===== src/rtl/trk_pkg.sv =====
package trk_pkg;
  typedef enum logic {
    DIR_READ  = 1'b0,
    DIR_WRITE = 1'b1
  } dir_e;
endpackage


===== src/rtl/trk_sdp_ram.sv =====
// Simple dual-port RAM, read-before-write, registered read with sync clear.
module trk_sdp_ram #(
  parameter int ADDR_BITS = 2,
  parameter int WIDTH     = 32
) (
  input  logic                 clk,
  input  logic                 wr_en,
  input  logic [ADDR_BITS-1:0] wr_addr,
  input  logic [WIDTH-1:0]     wr_data,
  input  logic                 rd_en,
  input  logic                 rd_clr,
  input  logic [ADDR_BITS-1:0] rd_addr,
  output logic [WIDTH-1:0]     rd_q
);
  localparam int DEPTH = 1 << ADDR_BITS;

  logic [WIDTH-1:0] mem [DEPTH];

  always_ff @(posedge clk) begin
    if (wr_en) mem[wr_addr] <= wr_data;
    if (rd_clr)     rd_q <= '0;
    else if (rd_en) rd_q <= mem[rd_addr];
  end
endmodule


===== src/rtl/trk_tag_table.sv =====
// Per-tag ownership and direction; set has priority over clear.
module trk_tag_table
  import trk_pkg::*;
#(
  parameter int TAG_W = 2
) (
  input  logic             clk,
  input  logic             rst,
  input  logic             set_en,
  input  logic [TAG_W-1:0] set_tag,
  input  dir_e             set_dir,
  input  logic             clr_en,
  input  logic [TAG_W-1:0] look_tag,
  output logic             look_hit,
  output dir_e             look_dir
);
  localparam int NTAGS = 1 << TAG_W;

  logic [NTAGS-1:0] own_q;
  dir_e             dir_q [NTAGS];

  for (genvar i = 0; i < NTAGS; i++) begin : g_entry
    always_ff @(posedge clk) begin
      if (rst) begin
        own_q[i] <= 1'b0;
        dir_q[i] <= DIR_READ;
      end else if (set_en && set_tag == TAG_W'(i)) begin
        own_q[i] <= 1'b1;
        dir_q[i] <= set_dir;
      end else if (clr_en && look_tag == TAG_W'(i)) begin
        own_q[i] <= 1'b0;
      end
    end
  end

  assign look_hit = own_q[look_tag];
  assign look_dir = dir_q[look_tag];
endmodule


===== src/rtl/trk_read_return.sv =====
// Samples read data in the slot after a read call, presents it one cycle later.
module trk_read_return #(
  parameter int ADDR_W = 24,
  parameter int DATA_W = 32
) (
  input  logic              clk,
  input  logic              rst,
  input  logic              rd_hit,
  input  logic [ADDR_W-1:0] addr_q,
  input  logic [DATA_W-1:0] bus_data_r,
  output logic              rd_valid,
  output logic [DATA_W-1:0] rd_data,
  output logic [ADDR_W-1:0] rd_addr
);
  logic slot_q;

  always_ff @(posedge clk) begin
    if (rst) begin
      slot_q   <= 1'b0;
      rd_valid <= 1'b0;
      rd_data  <= '0;
      rd_addr  <= '0;
    end else begin
      slot_q   <= rd_hit;
      rd_valid <= slot_q;
      if (slot_q) begin
        rd_data <= bus_data_r;
        rd_addr <= addr_q;
      end
    end
  end
endmodule


===== src/rtl/split_txn_tracker.sv =====
module split_txn_tracker
  import trk_pkg::*;
#(
  parameter int ADDR_W = 24,
  parameter int DATA_W = 32,
  parameter int TAG_W  = 2
) (
  input  logic                  clk,
  input  logic                  rst,
  input  logic                  req_valid,
  input  logic                  req_write,
  input  logic [ADDR_W-1:0]     req_addr,
  input  logic [DATA_W-1:0]     req_wdata,
  input  logic [DATA_W/8-1:0]   req_wmask,
  output logic                  req_ready,
  output logic [ADDR_W-1:0]     bus_adr,
  output logic                  bus_we,
  output logic                  bus_stb,
  input  logic                  bus_ack,
  input  logic [TAG_W-1:0]      bus_tag_issue,
  input  logic                  bus_call,
  input  logic [TAG_W-1:0]      bus_tag_call,
  input  logic [DATA_W-1:0]     bus_data_r,
  output logic [DATA_W-1:0]     bus_data_w,
  output logic [DATA_W/8-1:0]   bus_data_wm,
  output logic                  rd_valid,
  output logic [DATA_W-1:0]     rd_data,
  output logic [ADDR_W-1:0]     rd_addr
);
  localparam int MASK_W = DATA_W / 8;
  localparam int WPAY_W = DATA_W + MASK_W;

  logic accept;
  logic hit;
  dir_e hit_dir;
  logic wr_hit;
  logic rd_hit;
  logic [WPAY_W-1:0] wpay_q;
  logic [ADDR_W-1:0] addr_q;

  // Control path: strobe follows the master, ready follows the hub.
  assign bus_stb   = req_valid;
  assign bus_adr   = req_addr;
  assign bus_we    = req_write;
  assign req_ready = bus_ack;
  assign accept    = req_valid && bus_ack;

  trk_tag_table #(.TAG_W(TAG_W)) u_table (
    .clk      (clk),
    .rst      (rst),
    .set_en   (accept),
    .set_tag  (bus_tag_issue),
    .set_dir  (req_write ? DIR_WRITE : DIR_READ),
    .clr_en   (bus_call),
    .look_tag (bus_tag_call),
    .look_hit (hit),
    .look_dir (hit_dir)
  );

  assign wr_hit = bus_call && hit && (hit_dir == DIR_WRITE);
  assign rd_hit = bus_call && hit && (hit_dir == DIR_READ);

  // Write payload: the output register is the bus driver, cleared outside the slot.
  trk_sdp_ram #(.ADDR_BITS(TAG_W), .WIDTH(WPAY_W)) u_wpay (
    .clk     (clk),
    .wr_en   (accept && req_write),
    .wr_addr (bus_tag_issue),
    .wr_data ({req_wmask, req_wdata}),
    .rd_en   (wr_hit),
    .rd_clr  (rst || !wr_hit),
    .rd_addr (bus_tag_call),
    .rd_q    (wpay_q)
  );

  assign bus_data_w  = wpay_q[DATA_W-1:0];
  assign bus_data_wm = wpay_q[WPAY_W-1:DATA_W];

  // Request address, returned with read completions.
  trk_sdp_ram #(.ADDR_BITS(TAG_W), .WIDTH(ADDR_W)) u_addr (
    .clk     (clk),
    .wr_en   (accept),
    .wr_addr (bus_tag_issue),
    .wr_data (req_addr),
    .rd_en   (rd_hit),
    .rd_clr  (rst),
    .rd_addr (bus_tag_call),
    .rd_q    (addr_q)
  );

  trk_read_return #(.ADDR_W(ADDR_W), .DATA_W(DATA_W)) u_rret (
    .clk        (clk),
    .rst        (rst),
    .rd_hit     (rd_hit),
    .addr_q     (addr_q),
    .bus_data_r (bus_data_r),
    .rd_valid   (rd_valid),
    .rd_data    (rd_data),
    .rd_addr    (rd_addr)
  );
endmodule


===== config.mk =====
export PLATFORM = sky130hd
export DESIGN_NAME = split_txn_tracker
export DESIGN_NICKNAME = d
export VERILOG_FILES = /design/src/rtl/trk_pkg.sv /design/src/rtl/trk_sdp_ram.sv /design/src/rtl/trk_tag_table.sv /design/src/rtl/trk_read_return.sv /design/src/rtl/split_txn_tracker.sv
export SDC_FILE = /design/constraint.sdc
export NUM_CORES = 1
export LEC_CHECK = 0
export BUFFER_PORTS_ARGS = -buffer_cell sky130_fd_sc_hd__buf_4
export CORE_MARGIN = 2
export CORE_UTILIZATION = 45
export CTS_CLUSTER_DIAMETER = 100
export DETAILED_ROUTE_END_ITERATION = 6
export HOLD_SLACK_MARGIN = 0.06
export PLACE_DENSITY = 0.7
export SLEW_MARGIN = 5
export SYNTH_ARGS = -nofsm -noshare
export SYNTH_HDL_FRONTEND = slang
export SYNTH_HIERARCHICAL = 1
export SYNTH_SLANG_ARGS = --single-unit

===== constraint.sdc =====
create_clock -name clk -period 6.5 [get_ports clk]
set_input_delay 0 -clock clk [delete_from_list [all_inputs] [get_ports clk]]
set_output_delay 0 -clock clk [all_outputs]
set_load 0.05 [all_outputs]

==> impl_metrics.csv, run 1 <==
group,metric,value,unit
detailed_routing,num_vias,8082,
layout,synthToLayoutAreaGrowth,26.9,%
sta,tightestPinTransition,1080,ps
hold_path,min_path_type,"primary input to flop",
sta,finalHoldViolCount,0,
critical_path,crit_chain,"mux4_1, and3b_1, or3b_1, buf_4, o221ai_1",
placed_design,place_ws,3150,ps
floorplanning,die_area,32700,µm²
sta,slew_headroom,28.3,%
sta,finalMaxSlewViolations,0,
floorplanning,rows,64,
detailed_routing,drtAntennaViolNets,0,
critical_path,cp-end-kind,"flop",
global_routing,track_usage,17.9,%
synthesis,async_flop_share,0,%
detailed_routing,drt-initial-drc-count,482,
sta,timing.final.crit_share,47.5,%
global_routing,grt_pass1_vias,8348,
detailed_routing,drt-wirelength-per-cell,19.2,µm
clock_tree,cts_buffers,37,
critical_path,cp_max_fo,27,
power,p_clk_share,40.4,%
sta,tns,0,ps
synthesis,ys_seq_area_share,69.4,%
synthesis,yosys.area.top_type_share,52.1,%
clock_tree,cts-resized-gates,0,
clock_tree,htree_levels,2,
placed_design,place_inst,1396,
clock_tree,clockRootBuffer,"clkbuf_16",
sta,rsz0062_at_grt,"false",
synthesis,ys_types,31,
power,comb_power_share,6.0,%
critical_path,worst_setup_path_start_kind,"flop",
critical_path,crit_arrival,3520,ps
floorplanning,core_area,30700,µm²
synthesis,ys.warnings.count,6,
detailed_routing,drcViolationCount,0,
synthesis,ys_ff_latch,366,
synthesis,synth.avg_cell_area,16.6,µm²
clock_tree,cts.path.max_buffers,3,
sta,setup_viol,0,
clock_tree,clk_pin_slew,60,ps
layout,utilization,58.2,%
clock_tree,cts_sinks,366,
layout,final_cell_mix,"edfxtp_1, buf_4, mux2i_1",
placed_design,dp_hpwl,17200,µm
synthesis,synth_area,14100,µm²
layout,layout_commonest_cell,"edfxtp_1",
global_routing,grt_pass1_wl,46300,µm
critical_path,critPathBufInv,1,
run_status,status,"completed",
power,p_leak,6.70,nW
global_routing,gr-total-overflow,0,
sta,clock_skew,21.7,ps
global_routing,grt_max_degree,94,
clock_tree,clk_latency,510,ps
detailed_routing,routed_wl,30100,µm
critical_path,worstSetupPathType,"flop to flop",
sta,whs,149,ps
placed_design,place_congestion,0.749,
power,vdd.ir_drop.worst,0.000164,V
detailed_routing,firstDrtPassIters,7,
clock_tree,tritoncts,"yes",
layout,finalNonFillerCells,1566,
hold_path,worstHoldStart,"bus_ack",
global_routing,antenna_found_initial,0,
synthesis,syn-instance-count,846,
synthesis,synth_area_leaders,"edfxtp_1, dfxtp_1, mux2i_1",
power,seqPwrFrac,53.6,%
layout,final_nets,1244,
synthesis,synth_edf_count,244,
layout,diodes,0,
run,max-cap-violations,0,
synthesis,synth_nets,948,
critical_path,slowest_delay,860,ps
power,p_int,3.73,mW
detailed_routing,viasPerCell,5.16,
floorplanning,io_pins,222,
sta,fin_ws,3410,ps
critical_path,cp_data_required_time,6930,ps
critical_path,critPathLaunch,"u_table/dir_q[1]",
power,powerDensity,265,nW/µm²
critical_path,reg2reg_from,"u_table/dir_q[1]",
floorplanning,die_x,181,µm
sta,fmax,324,MHz
power,swShare,21.1,%
critical_path,cp_slowest_cell,"and3b_1",
power,p_switching,0.998,mW
placed_design,port_buffers,221,
critical_path,cpLargestDelayFamily,"simple AND/OR/NAND/NOR gates",
layout,drive_gt1_share,33.6,%
floorplanning,die_h,181,µm
synthesis,synth_top_flop_cell,"edfxtp_1",
sta,min_period,3090,ps
synthesis,yosysTopAreaCell,"edfxtp_1",
floorplanning,start_util,45.9,%
[metrics by stage]
step,instance area [µm²],total power [mW]
2_1_floorplan,14100,2.72
3_3_place_gp,15700,2.81
3_5_place_dp,15700,2.82
4_1_cts,17900,4.78
5_1_grt,17900,4.89
6_report,17900,4.73
[worst register-to-register path, stage by stage, from the launching register on]
cell and delay [ps]:
edfxtp_1 360, mux4_1 540, and3b_1 860, or3b_1 690, buf_4 350, o221ai_1 200
[cell usage after synthesis, drive strengths merged, types with 2 or more instances]
cell type / number
mux4: 2
nor3b: 4
or3b: 62
dfxtp: 122
nand2: 5
clkbuf: 14
nand3b: 4
edfxtp: 244
buf: 65
nor2: 61
nor2b: 2
o221ai: 60
and3b: 5
o22ai: 3
mux2i: 176
and3: 6
nand2b: 5
[path summary, 6_finish.rpt]
path | slack (ps) | depth (start not counted) | end
max reg2reg | 3410 | 5 | u_addr/rd_q[9]
min reg2reg | 480 | 2 | u_rret/rd_addr[19]
max | 3410 | 5 | u_addr/rd_q[9]
min | 150 | 4 | u_table/own_q[3]
[state kept, by name, indices dropped and copies added (netlist names), 4 cells and up]
register	count
u_addr/rd_q	24
u_wpay/mem	144
u_table/own_q	4
u_rret/rd_addr	24
u_wpay/rd_q	36
u_addr/mem	96
u_rret/rd_data	32
u_table/dir_q	4
[cell families (layout without fill, tap and decap cells)]
kind of cell | after synthesis | count (layout) | synth area share [%]
buf+inv | 80 | 404 | 4.29
simple gates | 158 | 158 | 7.25
flops | 366 | 366 | 69.4
mux | 178 | 178 | 12.9
compound gates | 64 | 64 | 6.15
[routing by layer]
metal | up-vias | global-route usage (%) | routed length (µm) | share of wire, %
met3 | 46 | 3.14 | 1460 | 4.8
met5 | - | 0 | 0 | 0
met4 | 0 | 4.84 | 627 | 2.1
met1 | 4015 | 23.5 | 13000 | 43
met2 | 205 | 30.4 | 15000 | 50
li1 | 3816 | - | - | -
[power by group through the flow]
stage | logic (mW) | clock network (mW) | registers (mW)
6_report | 0.282 | 1.91 | 2.54
5_1_grt | 0.301 | 2.05 | 2.54
4_1_cts | 0.283 | 1.96 | 2.54
3_5_place_dp | 0.232 | 0 | 2.59
3_3_place_gp | 0.228 | 0 | 2.58
2_1_floorplan | 0.135 | 0 | 2.59
[layout make-up]
| class | instances | area (µm²) |
|---|---|---|
| inverter | 1 | 3.75 |
| multi-input combinational | 400 | 3720 |
| fill | 2335 | 12800 |
| timing repair buffer | 336 | 2780 |
| clock buffer | 52 | 1000 |
| tap | 396 | 495 |
| sequential | 366 | 9770 |
| clock inverter | 15 | 73.8 |
[timing repair]
action / in CTS / in global routing
hold endpoints to repair: 294 / 0
hold buffers: 103 / 0
endpoints found under the setup margin: 0 / 0
buffers inserted: 0 / 0
(Power assumes the default switching activity.)
==> run 2: changes to the inputs <==
--- a/config.mk
+++ b/config.mk
@@ -11,7 +11,7 @@
 export CTS_CLUSTER_DIAMETER = 100
 export DETAILED_ROUTE_END_ITERATION = 6
 export HOLD_SLACK_MARGIN = 0.06
-export PLACE_DENSITY = 0.7
+export PLACE_DENSITY = 0.72
 export SLEW_MARGIN = 5
 export SYNTH_ARGS = -nofsm -noshare
 export SYNTH_HDL_FRONTEND = slang
==> constraint.sdc (replaced) <==
create_clock -name clk -period 2.6 [get_ports clk]
set_input_delay 0 -clock clk [delete_from_list [all_inputs] [get_ports clk]]
set_output_delay 0 -clock clk [all_outputs]
set_load 0.05 [all_outputs]
==> run 2 against run 1 <==
Net effect:
- critical path depth increased by 1
- fmax is 40% higher
- power increased to 2.6 times the previous value
- core utilization increased by 1.1 points
- cell count grew 1.3%
- largest cell class unchanged
- largest power group unchanged
==> impl_metrics.csv, run 2 (synthesis gave the netlist of run 1 again) <==
group,metric,value,unit
sta,finalHoldViolCount,0,
layout,final_cell_mix,"buf_4, edfxtp_1, mux2i_1",
critical_path,reg2reg_from,"u_table/dir_q[0]",
detailed_routing,firstDrtPassIters,6,
floorplanning,start_util,45.9,%
power,powerDensity,682,nW/µm²
critical_path,cp-end-kind,"flop",
clock_tree,cts-resized-gates,0,
critical_path,cp_slowest_cell,"mux4_1",
detailed_routing,drt-initial-drc-count,379,
clock_tree,clk_pin_slew,60,ps
floorplanning,die_area,32700,µm²
critical_path,reg2reg_slack,390,ps
sta,slew_headroom,45.8,%
layout,top_regs,"u_wpay/mem: 144 flops, u_addr/mem: 96 flops, u_wpay/rd_q: 36 flops",
critical_path,endpoint,"u_addr/rd_q[11]",
critical_path,slowest_delay,540,ps
layout,fill_cells,2264,
global_routing,grt_pass1_wl,46800,µm
hold_path,min_path_type,"primary input to flop",
placed_design,dp_hpwl,17700,µm
layout,largest_register,"u_wpay/mem",
critical_path,critPathLaunch,"u_table/dir_q[0]",
critical_path,cp_max_fo,26,
critical_path,cp_common_cell,"buf_4",
layout,diodes,0,
floorplanning,core_area,30700,µm²
clock_tree,htree_levels,2,
detailed_routing,drcViolationCount,0,
layout,drive_gt1_share,35.0,%
global_routing,gr-total-overflow,0,
global_routing,track_usage,17.9,%
floorplanning,io_pins,222,
clock_tree,cts_buffers,39,
critical_path,rr_worst_depth,6,
critical_path,critical_path_depth,6,
detailed_routing,viasPerCell,5.16,
global_routing,antenna_found_initial,1,
sta,min_period,2210,ps
critical_path,worstSetupPathType,"flop to flop",
sta,clock_skew,15.7,ps
sta,timing.final.crit_share,85.0,%
layout,synthToLayoutAreaGrowth,29.4,%
global_routing,grt_max_degree,77,
clock_tree,clockRootBuffer,"clkbuf_16",
critical_path,crit_chain,"mux4_1, and3b_1, buf_4, nand3b_1, buf_4, o221ai_1",
detailed_routing,routed_wl,29900,µm
layout,finalNonFillerCells,1586,
critical_path,worst_setup_path_start_kind,"flop",
critical_path,cp_data_required_time,3030,ps
sta,tns,0,ps
critical_path,rr_endpoint,"u_addr/rd_q[11]",
run_status,status,"completed",
sta,finalMaxSlewViolations,0,
clock_tree,tritoncts,"yes",
clock_tree,cts_sinks,366,
clock_tree,clk_latency,520,ps
sta,rsz0062_at_grt,"false",
sta,setup_viol,0,
clock_tree,cts_setup_buffers,0,
sta,fmax,453,MHz
critical_path,crit_arrival,2640,ps
detailed_routing,num_vias,8190,
layout,final_nets,1262,
detailed_routing,drtAntennaViolNets,0,
detailed_routing,drt-wirelength-per-cell,18.8,µm
floorplanning,die_x,181,µm
critical_path,critPathBufInv,2,
floorplanning,die_h,181,µm
placed_design,place_congestion,0.692,
layout,largest_reg_flops,144,
run,max-cap-violations,0,
global_routing,grt_pass1_vias,8457,
sta,tightestPinTransition,813,ps
placed_design,place_inst,1410,
placed_design,port_buffers,221,
clock_tree,cts.path.max_buffers,3,
critical_path,cpLargestDelayFamily,"buffers and inverters",
power,p_leak,6.89,nW
power,vdd.ir_drop.worst,0.000519,V
floorplanning,rows,64,
[run 2: cell types whose count changed in the layout (fill, tap and decap cells not counted), sizes merged]
cell,before,now
buf,233,247
clkbuf,52,55
bufinv,0,2
dlygate4sd3,103,105
clkinv,12,13
clkinvlp,1,0
inv,3,2
[run 2: stage by stage]
| step | hold slack, ps | cell area [µm²] | power (mW) | utilization [%] | worst slack (ps) |
|---|---|---|---|---|---|
| floorplan | 98.9 | 14100 | 6.81 | - | 101 |
| global placement | 200 | 15900 | 7.03 | 51.8 | 489 |
| detailed placement | 202 | 15900 | 7.05 | 51.8 | 423 |
| CTS | 149 | 18200 | 12.5 | 59.4 | 393 |
| global route | 201 | 18200 | 12.8 | 59.4 | 280 |
| finish | 161 | 18200 | 12.4 | 59.4 | 390 |
[run 2: how the worst min path moves through the flow]
stage,from,end,slack (ps),cells after the start
after global placement,req_wdata[13],u_wpay/mem[1][13],200,1
after floorplan,req_addr[0],u_addr/mem[0][0],100,0
after global routing,bus_ack,u_table/own_q[0],200,4
after detailed placement,req_wdata[13],u_wpay/mem[1][13],200,1
final,bus_ack,u_table/own_q[0],160,4
after CTS,bus_ack,u_table/own_q[0],150,4
[run 2: power by group]
group	internal, mW	total, mW	switching (mW)
registers	6.31	6.34	0.0296
logic	0.334	0.714	0.381
clock network	3.23	5.37	2.14
total	9.88	12.4	2.55
[run 2: layout make-up]
cell class / count / area [µm²] / share of cell area (%)
timing repair buffer: 352 / 2930 / 16.1
tap: 396 / 495 / 2.72
clock buffer: 55 / 1130 / 6.20
clock inverter: 16 / 139 / 0.763
inverter: 1 / 3.75 / 0.0206
sequential: 366 / 9770 / 53.7
multi-input combinational: 400 / 3730 / 20.5
[run 2: routing by layer]
| layer | GRT usage (%) | part of all wire (%) | wire length, µm | vias to the layer above |
|---|---|---|---|---|
| li1 | - | - | - | 3852 |
| met1 | 23.1 | 43 | 12700 | 4077 |
| met2 | 30.8 | 50 | 14900 | 210 |
| met3 | 3.53 | 5.3 | 1590 | 49 |
| met4 | 4.77 | 2.0 | 600 | 2 |
| met5 | 0 | 0.037 | 11 | - |
[run 2: repair_timing]
item                                    CTS  global route
hold buffers                            105             0
endpoints found under the setup margin    0             0
endpoints found under the hold margin   295             0
[run 2: tightest hold or removal path: cells and delay by family]
family | cells | cell delay [ps]
AOI/OAI and AO/OA | 1 | 130
and+or+nand+nor | 2 | 390
buffers and inverters | 1 | 120
